[src/rtl/vbr_pkg.sv]
package vbr_pkg;

   localparam int BPS_FW  = 5;
   localparam int SEED_W  = 30;
   localparam logic [31:0] ID_WORD = 32'h6AF7_024C;

   // word indices (byte offset / 4)
   localparam logic [15:0] W_ID     = 16'h0000;
   localparam logic [15:0] W_VER    = 16'h0001;
   localparam logic [15:0] W_LITE   = 16'h0002;
   localparam logic [15:0] W_DBG    = 16'h0003;
   localparam logic [15:0] W_BPSI   = 16'h0004;
   localparam logic [15:0] W_BPSO   = 16'h0005;
   localparam logic [15:0] W_DEN    = 16'h0006;
   localparam logic [15:0] W_NOP    = 16'h0007;
   localparam logic [15:0] W_PAD2   = 16'h0008;
   localparam logic [15:0] W_PAD1   = 16'h0009;
   localparam logic [15:0] W_PAD0   = 16'h000A;
   localparam logic [15:0] W_PAD3   = 16'h000B;
   localparam logic [15:0] W_FSEED  = 16'h000C;
   localparam logic [15:0] W_HWID   = 16'h0048;
   localparam logic [15:0] W_HHGT   = 16'h0049;
   localparam logic [15:0] W_HILC   = 16'h004A;
   localparam logic [15:0] W_HCSP   = 16'h004C;
   localparam logic [15:0] W_HSUB   = 16'h004D;
   localparam logic [15:0] W_HCOS   = 16'h004E;
   localparam logic [15:0] W_HFCN   = 16'h004F;
   localparam logic [15:0] W_STAT   = 16'h0050;
   localparam logic [15:0] W_COMMIT = 16'h0051;
   localparam logic [15:0] W_SBPS   = 16'h0052;
   localparam logic [15:0] W_SCFG   = 16'h0053;
   localparam logic [15:0] W_SSEED  = 16'h0054;

   typedef struct packed {
      logic [15:0] wid;
      logic [15:0] hgt;
      logic [3:0]  ilace;
      logic [6:0]  csp;
      logic [1:0]  subs;
      logic [1:0]  cos;
      logic [6:0]  fcnt;
   } vbr_info_t;

   typedef struct packed {
      logic [BPS_FW-1:0] bps;
      logic              byp;
      logic [SEED_W-1:0] seed;
   } vbr_cfg_t;

endpackage

[src/rtl/vbr_host_dec.sv]
module vbr_host_dec #(
   parameter int ADDR_W = 12
) (
   input  logic [ADDR_W-1:0] host_addr,
   input  logic              host_wen,
   output logic [15:0]       widx,
   output logic              wr_bps,
   output logic              wr_cfg,
   output logic              wr_seed,
   output logic              wr_commit,
   output logic              wr_shadow
);
   import vbr_pkg::*;

   localparam int WIDX_W = ADDR_W - 2;

   logic [WIDX_W-1:0] word_sel;

   assign word_sel  = host_addr[ADDR_W-1:2];
   assign widx      = 16'(word_sel);
   assign wr_bps    = host_wen && (widx == W_SBPS);
   assign wr_cfg    = host_wen && (widx == W_SCFG);
   assign wr_seed   = host_wen && (widx == W_SSEED);
   assign wr_commit = host_wen && (widx == W_COMMIT);
   assign wr_shadow = wr_bps || wr_cfg || wr_seed;

endmodule

[src/rtl/vbr_stage.sv]
module vbr_stage #(
   parameter int          BPS_IN     = 10,
   parameter logic [31:0] FIXED_SEED = 32'h0ABC_1234
) (
   input  logic             clk,
   input  logic             rst,
   input  logic             wr_bps,
   input  logic             wr_cfg,
   input  logic             wr_seed,
   input  logic             wr_commit,
   input  logic [31:0]      wdata,
   input  logic             fld_start,
   output vbr_pkg::vbr_cfg_t shadow_q,
   output vbr_pkg::vbr_cfg_t live_q,
   output logic             pending_q,
   output logic             armed_q
);
   import vbr_pkg::*;

   localparam logic [BPS_FW-1:0] BPS_RST    = BPS_FW'(BPS_IN);
   localparam logic [BPS_FW-1:0] BPS_RST_M1 = BPS_FW'(BPS_IN - 1);
   localparam logic [SEED_W-1:0] SEED_RST   = FIXED_SEED[SEED_W-1:0];

   logic apply;
   logic any_wr;

   assign apply  = fld_start && armed_q;
   assign any_wr = wr_bps || wr_cfg || wr_seed;

   always_ff @(posedge clk) begin
      if (rst) begin
         shadow_q.bps  <= BPS_RST;
         shadow_q.byp  <= 1'b0;
         shadow_q.seed <= SEED_RST;
      end else begin
         if (wr_bps)  shadow_q.bps  <= wdata[BPS_FW-1:0];
         if (wr_cfg)  shadow_q.byp  <= wdata[0];
         if (wr_seed) shadow_q.seed <= wdata[SEED_W-1:0];
      end
   end

   always_ff @(posedge clk) begin
      if (rst) begin
         live_q.bps  <= BPS_RST_M1;
         live_q.byp  <= 1'b0;
         live_q.seed <= SEED_RST;
      end else if (apply) begin
         live_q.bps  <= shadow_q.bps - 1'b1;
         live_q.byp  <= shadow_q.byp;
         live_q.seed <= shadow_q.seed;
      end
   end

   always_ff @(posedge clk) begin
      if (rst) begin
         pending_q <= 1'b0;
         armed_q   <= 1'b0;
      end else begin
         if (any_wr)     pending_q <= 1'b1;
         else if (apply) pending_q <= 1'b0;
         if (wr_commit)  armed_q   <= 1'b1;
         else if (apply) armed_q   <= 1'b0;
      end
   end

endmodule

[src/rtl/vbr_info_rb.sv]
module vbr_info_rb #(
   parameter bit DEBUG_EN = 1'b1
) (
   input  logic [15:0]       hdr_width_m1,
   input  logic [15:0]       hdr_height_m1,
   input  logic [3:0]        hdr_ilace,
   input  logic [6:0]        hdr_csp,
   input  logic [1:0]        hdr_subs,
   input  logic [1:0]        hdr_cosite,
   input  logic [6:0]        hdr_fcount,
   output vbr_pkg::vbr_info_t info
);
   generate
      if (DEBUG_EN) begin : g_dbg
         always_comb begin
            info.wid   = hdr_width_m1 + 16'd1;
            info.hgt   = hdr_height_m1 + 16'd1;
            info.ilace = hdr_ilace;
            info.csp   = hdr_csp;
            info.subs  = hdr_subs;
            info.cos   = hdr_cosite;
            info.fcnt  = hdr_fcount;
         end
      end else begin : g_nodbg
         assign info = '0;
      end
   endgenerate

endmodule

[src/rtl/vbr_rdmux.sv]
module vbr_rdmux #(
   parameter logic [31:0] VERSION    = 32'h0104_0000,
   parameter bit          LITE       = 1'b0,
   parameter bit          DEBUG_EN   = 1'b1,
   parameter int          BPS_IN     = 10,
   parameter int          BPS_OUT    = 8,
   parameter bit          DITHER_EN  = 1'b1,
   parameter int          NOISE_OP   = 2,
   parameter int          PAD_CH2    = 2,
   parameter int          PAD_CH1    = 2,
   parameter int          PAD_CH0    = 2,
   parameter int          PAD_CH3    = 0,
   parameter logic [31:0] FIXED_SEED = 32'h0ABC_1234
) (
   input  logic              clk,
   input  logic              rst,
   input  logic              ren,
   input  logic [15:0]       widx,
   input  vbr_pkg::vbr_info_t info,
   input  vbr_pkg::vbr_cfg_t  shadow_q,
   input  logic              busy,
   input  logic              pending,
   output logic [31:0]       rdata,
   output logic              rvalid
);
   import vbr_pkg::*;

   localparam logic [31:0] P_LITE = 32'(LITE);
   localparam logic [31:0] P_DBG  = 32'(DEBUG_EN);
   localparam logic [31:0] P_BPSI = 32'(BPS_IN);
   localparam logic [31:0] P_BPSO = 32'(BPS_OUT);

   logic [31:0] p_den, p_nop, p_pad2, p_pad1, p_pad0, p_pad3, p_fseed;
   logic [31:0] nxt;

   generate
      if (DITHER_EN) begin : g_dith
         assign p_den   = 32'd1;
         assign p_nop   = 32'(NOISE_OP & 7);
         assign p_pad2  = 32'(PAD_CH2 & 15);
         assign p_pad1  = 32'(PAD_CH1 & 15);
         assign p_pad0  = 32'(PAD_CH0 & 15);
         assign p_pad3  = 32'(PAD_CH3 & 15);
         assign p_fseed = FIXED_SEED;
      end else begin : g_nodith
         assign p_den   = '0;
         assign p_nop   = '0;
         assign p_pad2  = '0;
         assign p_pad1  = '0;
         assign p_pad0  = '0;
         assign p_pad3  = '0;
         assign p_fseed = '0;
      end
   endgenerate

   always_comb begin
      nxt = '0;
      case (widx)
         W_ID:    nxt = ID_WORD;
         W_VER:   nxt = VERSION;
         W_LITE:  nxt = P_LITE;
         W_DBG:   nxt = P_DBG;
         W_BPSI:  nxt = P_BPSI;
         W_BPSO:  nxt = P_BPSO;
         W_DEN:   nxt = p_den;
         W_NOP:   nxt = p_nop;
         W_PAD2:  nxt = p_pad2;
         W_PAD1:  nxt = p_pad1;
         W_PAD0:  nxt = p_pad0;
         W_PAD3:  nxt = p_pad3;
         W_FSEED: nxt = p_fseed;
         W_HWID:  nxt = 32'(info.wid);
         W_HHGT:  nxt = 32'(info.hgt);
         W_HILC:  nxt = 32'(info.ilace);
         W_HCSP:  nxt = 32'(info.csp);
         W_HSUB:  nxt = 32'(info.subs);
         W_HCOS:  nxt = 32'(info.cos);
         W_HFCN:  nxt = 32'(info.fcnt);
         W_STAT:  nxt = {30'd0, pending, busy};
         W_SBPS:  nxt = 32'(shadow_q.bps);
         W_SCFG:  nxt = 32'(shadow_q.byp);
         W_SSEED: nxt = 32'(shadow_q.seed);
         default: nxt = '0;
      endcase
   end

   always_ff @(posedge clk) begin
      if (rst) begin
         rdata  <= '0;
         rvalid <= 1'b0;
      end else begin
         rvalid <= ren;
         if (ren) rdata <= nxt;
      end
   end

endmodule

[src/rtl/vid_bps_regmap.sv]
module vid_bps_regmap #(
   parameter int          ADDR_W     = 12,
   parameter logic [31:0] VERSION    = 32'h0104_0000,
   parameter bit          LITE       = 1'b0,
   parameter bit          DEBUG_EN   = 1'b1,
   parameter int          BPS_IN     = 10,
   parameter int          BPS_OUT    = 8,
   parameter bit          DITHER_EN  = 1'b1,
   parameter int          NOISE_OP   = 2,
   parameter int          PAD_CH2    = 2,
   parameter int          PAD_CH1    = 2,
   parameter int          PAD_CH0    = 2,
   parameter int          PAD_CH3    = 0,
   parameter logic [31:0] FIXED_SEED = 32'h0ABC_1234
) (
   input  logic              clk,
   input  logic              rst,
   input  logic [ADDR_W-1:0] host_addr,
   input  logic              host_wen,
   input  logic [31:0]       host_wdata,
   input  logic              host_ren,
   output logic [31:0]       host_rdata,
   output logic              host_rvalid,
   input  logic              fld_start,
   input  logic              fld_busy,
   input  logic [15:0]       hdr_width_m1,
   input  logic [15:0]       hdr_height_m1,
   input  logic [3:0]        hdr_ilace,
   input  logic [6:0]        hdr_csp,
   input  logic [1:0]        hdr_subs,
   input  logic [1:0]        hdr_cosite,
   input  logic [6:0]        hdr_fcount,
   output logic [4:0]        live_bps_m1,
   output logic              live_bypass,
   output logic [29:0]       live_seed
);
   import vbr_pkg::*;

   generate
      if (ADDR_W < 10 || ADDR_W > 18) begin : g_bad_addr
         $error("vid_bps_regmap: ADDR_W must be 10..18");
      end
      if (BPS_IN < 1 || BPS_IN > 31 || BPS_OUT < 1 || BPS_OUT > 31) begin : g_bad_bps
         $error("vid_bps_regmap: bits per color out of range");
      end
      if (NOISE_OP < 0 || NOISE_OP > 7) begin : g_bad_nop
         $error("vid_bps_regmap: noise operation is 3 bits");
      end
      if (PAD_CH0 > 15 || PAD_CH1 > 15 || PAD_CH2 > 15 || PAD_CH3 > 15 ||
          PAD_CH0 < 0 || PAD_CH1 < 0 || PAD_CH2 < 0 || PAD_CH3 < 0) begin : g_bad_pad
         $error("vid_bps_regmap: pad counts are 4 bits");
      end
   endgenerate

   logic [15:0] widx;
   logic        wr_bps, wr_cfg, wr_seed, wr_commit, wr_shadow;
   logic        st_pending, st_armed;
   vbr_cfg_t    shadow_q, live_q;
   vbr_info_t   info;

   vbr_host_dec #(.ADDR_W(ADDR_W)) u_dec (
      .host_addr (host_addr),
      .host_wen  (host_wen),
      .widx      (widx),
      .wr_bps    (wr_bps),
      .wr_cfg    (wr_cfg),
      .wr_seed   (wr_seed),
      .wr_commit (wr_commit),
      .wr_shadow (wr_shadow)
   );

   vbr_stage #(.BPS_IN(BPS_IN), .FIXED_SEED(FIXED_SEED)) u_stage (
      .clk       (clk),
      .rst       (rst),
      .wr_bps    (wr_bps),
      .wr_cfg    (wr_cfg),
      .wr_seed   (wr_seed),
      .wr_commit (wr_commit),
      .wdata     (host_wdata),
      .fld_start (fld_start),
      .shadow_q  (shadow_q),
      .live_q    (live_q),
      .pending_q (st_pending),
      .armed_q   (st_armed)
   );

   vbr_info_rb #(.DEBUG_EN(DEBUG_EN)) u_info (
      .hdr_width_m1  (hdr_width_m1),
      .hdr_height_m1 (hdr_height_m1),
      .hdr_ilace     (hdr_ilace),
      .hdr_csp       (hdr_csp),
      .hdr_subs      (hdr_subs),
      .hdr_cosite    (hdr_cosite),
      .hdr_fcount    (hdr_fcount),
      .info          (info)
   );

   vbr_rdmux #(
      .VERSION(VERSION), .LITE(LITE), .DEBUG_EN(DEBUG_EN),
      .BPS_IN(BPS_IN), .BPS_OUT(BPS_OUT), .DITHER_EN(DITHER_EN),
      .NOISE_OP(NOISE_OP), .PAD_CH2(PAD_CH2), .PAD_CH1(PAD_CH1),
      .PAD_CH0(PAD_CH0), .PAD_CH3(PAD_CH3), .FIXED_SEED(FIXED_SEED)
   ) u_rd (
      .clk      (clk),
      .rst      (rst),
      .ren      (host_ren),
      .widx     (widx),
      .info     (info),
      .shadow_q (shadow_q),
      .busy     (fld_busy),
      .pending  (st_pending),
      .rdata    (host_rdata),
      .rvalid   (host_rvalid)
   );

   assign live_bps_m1 = live_q.bps;
   assign live_bypass = live_q.byp;
   assign live_seed   = live_q.seed;

endmodule

[config.mk]
export PLATFORM = sky130hd
export DESIGN_NAME = vid_bps_regmap
export DESIGN_NICKNAME = d
export VERILOG_FILES = /design/src/rtl/vbr_pkg.sv /design/src/rtl/vbr_host_dec.sv /design/src/rtl/vbr_stage.sv /design/src/rtl/vbr_info_rb.sv /design/src/rtl/vbr_rdmux.sv /design/src/rtl/vid_bps_regmap.sv
export SDC_FILE = /design/constraint.sdc
export NUM_CORES = 1
export LEC_CHECK = 0
export BUFFER_PORTS_ARGS = -buffer_cell sky130_fd_sc_hd__buf_2
export CAP_MARGIN = 20
export CORE_UTILIZATION = 52
export DETAILED_ROUTE_END_ITERATION = 8
export PLACE_DENSITY = 0.81
export REMOVE_ABC_BUFFERS = 1
export SYNTH_ARGS = -nofsm -noshare
export SYNTH_HDL_FRONTEND = slang
export SYNTH_HIERARCHICAL = 1
export SYNTH_SLANG_ARGS = --single-unit
[constraint.sdc]
create_clock -name clk -period 2 [get_ports clk]
set_input_delay 0.2 -clock clk [delete_from_list [all_inputs] [get_ports clk]]
set_output_delay 0.2 -clock clk [all_outputs]
set_load 0.02 [all_outputs]
-- Word level (Yosys, flattened, before mapping)
Cells that the tools add are included.
- $add $sub $neg: 3
- multipliers: 0
- divide/modulo/power cells: 0
- order comparisons: 0
- equal/unequal tests: 22
- shifts and indexed selects: 0
- muxes and demuxes: 4
- bitwise gates (word level): 0
- reductions and logical operators: 12
- operator list (operator ; number):
    $pmux 31 s18 ; 1
    $eq 10x7->1 const B ; 12
    $eq 10x3->1 const B ; 4
    $eq 10x4->1 const B ; 4
    $add 16x1->16 const B ; 2
    $logic_not 16->1 ; 1
    $eq 10x1->1 const B ; 1
    $eq 10x2->1 const B ; 1
    $logic_and 1x1->1 ; 5
    $sub 5x1->5 const B ; 1
    $reduce_bool 2->1 ; 2
    $reduce_or 4->1 ; 1
    $mux 1 ; 3
    $logic_or 1x1->1 ; 2
    $reduce_or 2->1 ; 1
- bits in registers: 107
- bits in latches: 0
- memory bits (writable): 0
- ROM bits: 0
- bits of input ports: 104
- output and inout bits: 69
- logic and storage cells: 51
- memories kept: 0

-- Depth between registers and ports, before layout
Gate-level depths: netlist of the first run.
- depth after elaboration: 5
- gate-level depth with buffers: 8

-- Hierarchy
The synthesis of the first run kept the hierarchy.
- by module, submodules not included (module ; times used ; cells each ; area an instance (um2)):
    vbr_stage ; 1 ; 285 ; 2755.1
    vbr_rdmux ; 1 ; 260 ; 2044.5
    vbr_info_rb ; 1 ; 97 ; 684.4
    vbr_host_dec ; 1 ; 28 ; 211.5

-- Worst setup path before layout of the first run
Ideal clock, no wire load.
- path kind: in2reg
- from: input host_addr[7]
- to: register u_rd.rdata[2]
- library setup time: 0.079 ns
- arrival: 1.704 ns
- data required time: 1.921 ns
- setup slack: 0.216 ns
- cell stages on the path: 6
- cells stage by stage: buf_4 > nor4_2 > nand3_4 > o41ai_4 > a211oi_1 > a211oi_2
- cells in the longest elaborated chain, start to end: 3
- elaborated cells on any way between the ends: 25
- ends and longest elaborated chain (element ; line ; source):
    start: declaration ; vid_bps_regmap.sv:18 ; input logic [ADDR_W-1:0] host_addr,
    $eq 10x3->1 (tied with other cells) ; vbr_rdmux.sv:58 ; case (widx)
    $reduce_or 4->1 (no line) / $reduce_or 2->1 (equally long branches) ; - ;
    $pmux 31 s18 * ; vbr_rdmux.sv:58 ;
    end signal: assignment ; vbr_rdmux.sv:93 ; if (ren) rdata <= nxt;
    end: declaration ; vbr_rdmux.sv:23 ; output logic [31:0] rdata,
Mark *: on every way between the ends. The rest lies on a longest branch, timed or not.
A chain may end at the register's enable or synchronous reset.

-- Worst setup path after layout of the first run
- from: input host_addr[7]
- to: register u_rd.rdata[21]
The elaborated chain is that of the path after synthesis.

==> flow_summary_export.csv, run 1 <==
group,metric,value,unit
timing,max_clock_freq,613.3,MHz
timing,hold_viol_final,0,
job,max_cap_viol_count,0,
synth,syn_area,5688,sq um
timing,finalCriticalPeriod,1.631,ns
die,start_util,54.36,%
pwr,clockPowerShare,31.3,%
setup_path,critPathCaptureType,"flip-flop",
layout,utilization,63.37,%
layout,area_growth,16.56,%
layout,n_fill_cell,918,
timing,finalClockSkew,0.01250,ns
global_routing,grt_overflow_total,0,
die,io_pins,173,
pwr,vdd_drop_max,332.5,uV
clock_tree,htreeDepth,3,
clock_tree,clock-sinks,106,
timing,fin_tns_setup,0,ns
pwr,p_leak,0.002717,uW
die,die_x,106.6,um
detailed_routing,vias,5312,
detailed_routing,first_pass_iters,6,
timing,fin_ws,0.3694,ns
setup_path,r2r_slack,0.55,ns
clock_tree,post-cts-setup-buffers,0,
global_routing,antenna_found_initial,0,
global_routing,grt_pass1_vias,4961,
detailed_routing,drc,0,
synth,netlist_instances,669,
timing,period_share,81.53,%
status,status,"finished, final reports clean",
setup_path,worstSetupStartpointType,"input pin",
die,die_h,106.6,um
setup_path,crit_arrival,1.92,ns
pwr,p_int,2834,uW
setup_path,crit_type,"in -> reg",
detailed_routing,drt_iter0_drc,468,
timing,whs,0.03662,ns
clock_tree,cts_buffers,9,
clock_tree,cts_resized,0,
detailed_routing,wirelength,15810,um
synth,yosysWarningCount,6,
timing,rsz0062_at_grt,"no",
setup_path,critPathSlowestCell,"o41ai_4",
pwr,power.switching,1044,uW
clock_tree,cts_root_buf,"clkbuf_8",
worst_hold_path,holdCritPathClass,"in -> reg",
setup_path,cpPeakStageDelay,0.48,ns
clock_tree,hold_buffers,0,
setup_path,crit_top_cell,"buf_4",
placement,dpl.hpwl,11730,um
placement,dp_slack,-0.01218,ns
layout,layout-drive-gt1-share,31.36,%
detailed_routing,ant_nets,0,
layout,nNetsFinal,912,
timing,slew_viol_final,0,
setup_path,required,2.29,ns
placement,gp_congestion,0.8508,
die,rows,37,
setup_path,cp_max_fo,13,
die,coreArea,10460,sq um
synth,syn-mean-instance-area,8.502,sq um
pwr,combPwrFrac,13.2,%
clock_tree,clock_latency,0.38,ns
die,dieArea,11360,sq um
clock_tree,cts_max_path_buffers,2,
global_routing,grt_max_degree,39,
detailed_routing,via_per_inst,5.615,
detailed_routing,wl_per_cell,16.71,um
pwr,pwr-share-seq,55.4,%
clock_tree,cts_tree,"done",
global_routing,grt_usage,28.01,%
timing,setup_viol,0,
layout,diodes,0,
global_routing,grt_pass1_wl,24940,um
placement,io_buffers,167,
clock_tree,clk_pin_slew_worst_paths,0.09,ns
pwr,power_density,584.9,nW/um^2
pwr,swShare,26.91,%
setup_path,crit_path_cell_trace,"buf_2, nor4_2, buf_4, nand3_4, o41ai_4, buf_4, a21oi_1, nor3_1",
## power by group through the flow
stage,combinational (uW),sequential [uW],clock [uW]
after floorplan,179,2230,0
after global placement,500,2200,0
after detailed placement,507,2200,0
after CTS,509,2150,1240
after global routing,557,2150,1320
final,514,2150,1220
## placed cells by master (no fill, tap or decap), types with 12 or more instances in the layout
cell / instances
buf_2: 167
dfxtp_1: 106
nand2_1: 105
nor2_1: 71
mux2i_1: 38
nand3_1: 36
buf_4: 28
a21oi_1: 28
xnor2_1: 20
nor3_1: 19
a211oi_1: 17
a21oi_2: 16
xor2_1: 12
## worst max-delay path, delay by kind of cell
kind                   cells  cell delay [ns]
and+or+nand+nor            3             0.68
AOI/OAI and AO/OA          2             0.53
buffers and inverters      3             0.51
## path summary, 6_finish.rpt
| path | from | to | cells after the start |
|---|---|---|---|
| max reg2reg | u_stage/shadow_q[30] | u_rd/rdata[0] | 5 |
| min reg2reg | u_stage/live_q[29] | u_stage/live_q[29] | 2 |
| max | host_addr[7] | u_rd/rdata[21] | 8 |
| min | host_wdata[12] | u_stage/shadow_q[12] | 3 |
## sequential cells by signal (all words and copies together), names as in the netlist
name	cells
u_rd/rdata	31
u_rd/rvalid	1
u_stage/armed_q	1
u_stage/live_q	36
u_stage/pending_q	1
u_stage/shadow_q	36
## per-stage QoR
stage / power (uW) / instance area (sq um) / cells
after floorplan: 2408 / 5176 / 596
after global placement: 2697 / 6457 / 930
after detailed placement: 2705 / 6457 / 930
after CTS: 3893 / 6630 / 946
after global routing: 4033 / 6630 / 946
final: 3878 / 6630 / 946
## layout make-up
type                       instances  area (sq um)  area share [%]
clock buffer                      12         145.1           2.189
clock inverter                     4         27.53          0.4152
inverter                          11         41.29          0.6228
multi-input combinational        479          3018           45.52
sequential                       106          2122           32.01
tap                              136         170.2           2.567
timing repair buffer             198          1106           16.68
## per-layer routing
layer  up-vias  GRT usage, %  routed length (um)
met5         -             0                   0
li1       2565             -                   -
met2       223         47.74                7642
met3        27         3.222                1053
met4         0         10.67                 301
met1      2497         36.25                6811
No activity file was read; power rests on OpenSTA's default activity.
==> inputs of run 2 (changes only) <==
clock period = 1.6 ns   (was 2 ns; I/O delays follow)
==> run 2 against run 1 <==
Combinational power up 35%. Hold slack worse by 0.020 ns. Largest cell class unchanged. Clock power is 29% higher.
==> flow_summary_export.csv, run 2 (synthesis gave the netlist of run 1 again) <==
group,metric,value,unit
status,status,"finished, final reports clean",
clock_tree,post-cts-setup-buffers,0,
timing,finalCriticalPeriod,1.485,ns
detailed_routing,via_per_inst,5.546,
clock_tree,clock-sinks,106,
layout,layout-drive-gt1-share,34.00,%
global_routing,grt_max_degree,50,
layout,layout_common_cells,"167 x buf_2, 106 x dfxtp_1, 105 x nand2_1",
global_routing,grt_pass1_vias,5305,
setup_path,crit_type,"in -> reg",
pwr,vdd_drop_max,411.0,uV
die,start_util,54.36,%
job,max_cap_viol_count,0,
die,dieArea,11360,sq um
layout,diodes,0,
placement,io_buffers,167,
worst_hold_path,min-delay-start,"host_wdata[18]",
worst_hold_path,holdCritPathClass,"in -> reg",
global_routing,antenna_found_initial,0,
placement,gp_congestion,0.8735,
detailed_routing,drc,0,
clock_tree,clk_pin_slew_worst_paths,0.10,ns
clock_tree,cts_buffers,9,
detailed_routing,drt_iter0_drc,384,
setup_path,cpPeakStageDelay,0.28,ns
detailed_routing,wirelength,16400,um
timing,finalClockSkew,0.005625,ns
timing,fin_tns_setup,0,ns
setup_path,critPathSlowestCell,"nor4_2",
detailed_routing,wl_per_cell,16.68,um
clock_tree,htreeDepth,3,
clock_tree,cts_max_path_buffers,2,
pwr,power_density,714.9,nW/um^2
die,coreArea,10460,sq um
die,io_pins,173,
global_routing,grt_usage,29.14,%
setup_path,crit_path_cell_trace,"buf_2, nor4_2, buf_4, nand3_4, buf_4, nor3_2, buf_4, nand2_1, a211oi_1",
timing,period_share,92.84,%
timing,hold_viol_final,0,
setup_path,r2r-start,"u_stage/shadow_q[30]",
setup_path,cp_max_fo,9,
layout,nNetsFinal,949,
detailed_routing,vias,5452,
layout,area_growth,21.87,%
global_routing,grt_overflow_total,0,
layout,final_common_cell,"buf_2",
placement,place_area,6705,sq um
setup_path,required,1.89,ns
clock_tree,cts_root_buf,"clkbuf_8",
die,die_h,106.6,um
setup_path,crit_top_cell,"buf_4",
layout,final_area,6932,sq um
pwr,p_leak,0.002900,uW
timing,setup_viol,0,
setup_path,crit_arrival,1.77,ns
timing,slew_viol_final,0,
setup_path,worstSetupStartpointType,"input pin",
timing,rsz0062_at_grt,"no",
clock_tree,cts_tree,"done",
setup_path,critPathCaptureType,"flip-flop",
layout,reg_top3,"u_stage/live_q x36, u_stage/shadow_q x36, u_rd/rdata x31",
die,die_x,106.6,um
setup_path,crit_start,"host_addr[7]",
layout,n_fill_cell,919,
global_routing,grt_pass1_wl,26090,um
clock_tree,clock_latency,0.37,ns
timing,max_clock_freq,673.2,MHz
detailed_routing,first_pass_iters,5,
die,rows,37,
detailed_routing,ant_nets,0,
placement,dpl.hpwl,12350,um
run 2: cell types whose count changed in the layout (fill, tap and decap cells not counted):
cell,delta
a211oi_1,-1
dlygate4sd3_1,+4
clkinv_4,-1
buf_4,+33
clkbuf_8,+1
inv_6,+1
clkinv_2,-1
a211oi_2,+1
run 2: final cells by class:
type	instances	area [sq um]	share of cell area (%)
clock inverter	3	22.52	0.3249
timing repair buffer	235	1394	20.11
clock buffer	13	158.9	2.292
sequential	106	2122	30.61
tap	136	170.2	2.455
multi-input combinational	479	3023	43.61
inverter	11	41.29	0.5957
run 2: where the power goes:
group / switching, uW / total [uW] / internal (uW) / leakage (uW)
clock network: 911 / 1570 / 660 / 0.0000940
registers: 18.3 / 2690 / 2670 / 0.000860
logic: 395 / 696 / 301 / 0.00195
total: 1320 / 4960 / 3630 / 0.00290
run 2: through the flow:
step	cells	power [uW]	hold slack [ns]	util (%)	setup WS (ns)
global placement	963	3416	0.3816	64.09	-0.1856
floorplan	596	3010	0.2224	-	-2.762
global route	983	5136	0.01236	66.25	0.001733
detailed placement	963	3429	0.3838	64.09	-0.2586
finish	983	4955	0.01626	66.25	0.1146
CTS	983	4970	0.003055	66.20	0.1345
run 2: repair_timing:
item | 4_1_cts | 5_1_grt
resized for setup | 0 | 1
hold buffers | 4 | 0
hold endpoints to repair | 4 | 0
endpoints found under the setup margin | 0 | 1
run 2: final timing paths:
path / end / slack (ns) / cells past startpoint
max: u_rd/rdata[7] / 0.11 / 9
min: u_stage/shadow_q[18] / 0.02 / 3
max reg2reg: u_rd/rdata[0] / 0.16 / 5
min reg2reg: u_stage/live_q[29] / 0.46 / 2
run 2: worst max-delay path, delay by kind of cell:
kind	cells	cell delay, ns
AO/OA/AOI/OAI	1	0.26
buffers and inverters	4	0.63
AND/OR/NAND/NOR	4	0.71
run 2: layer usage:
layer	track usage [%]	vias up	wire length, um
met5	0	-	0
met4	11.25	0	335
met3	3.222	31	883
met2	49.72	211	7933
met1	37.67	2574	7248
li1	-	2636	-
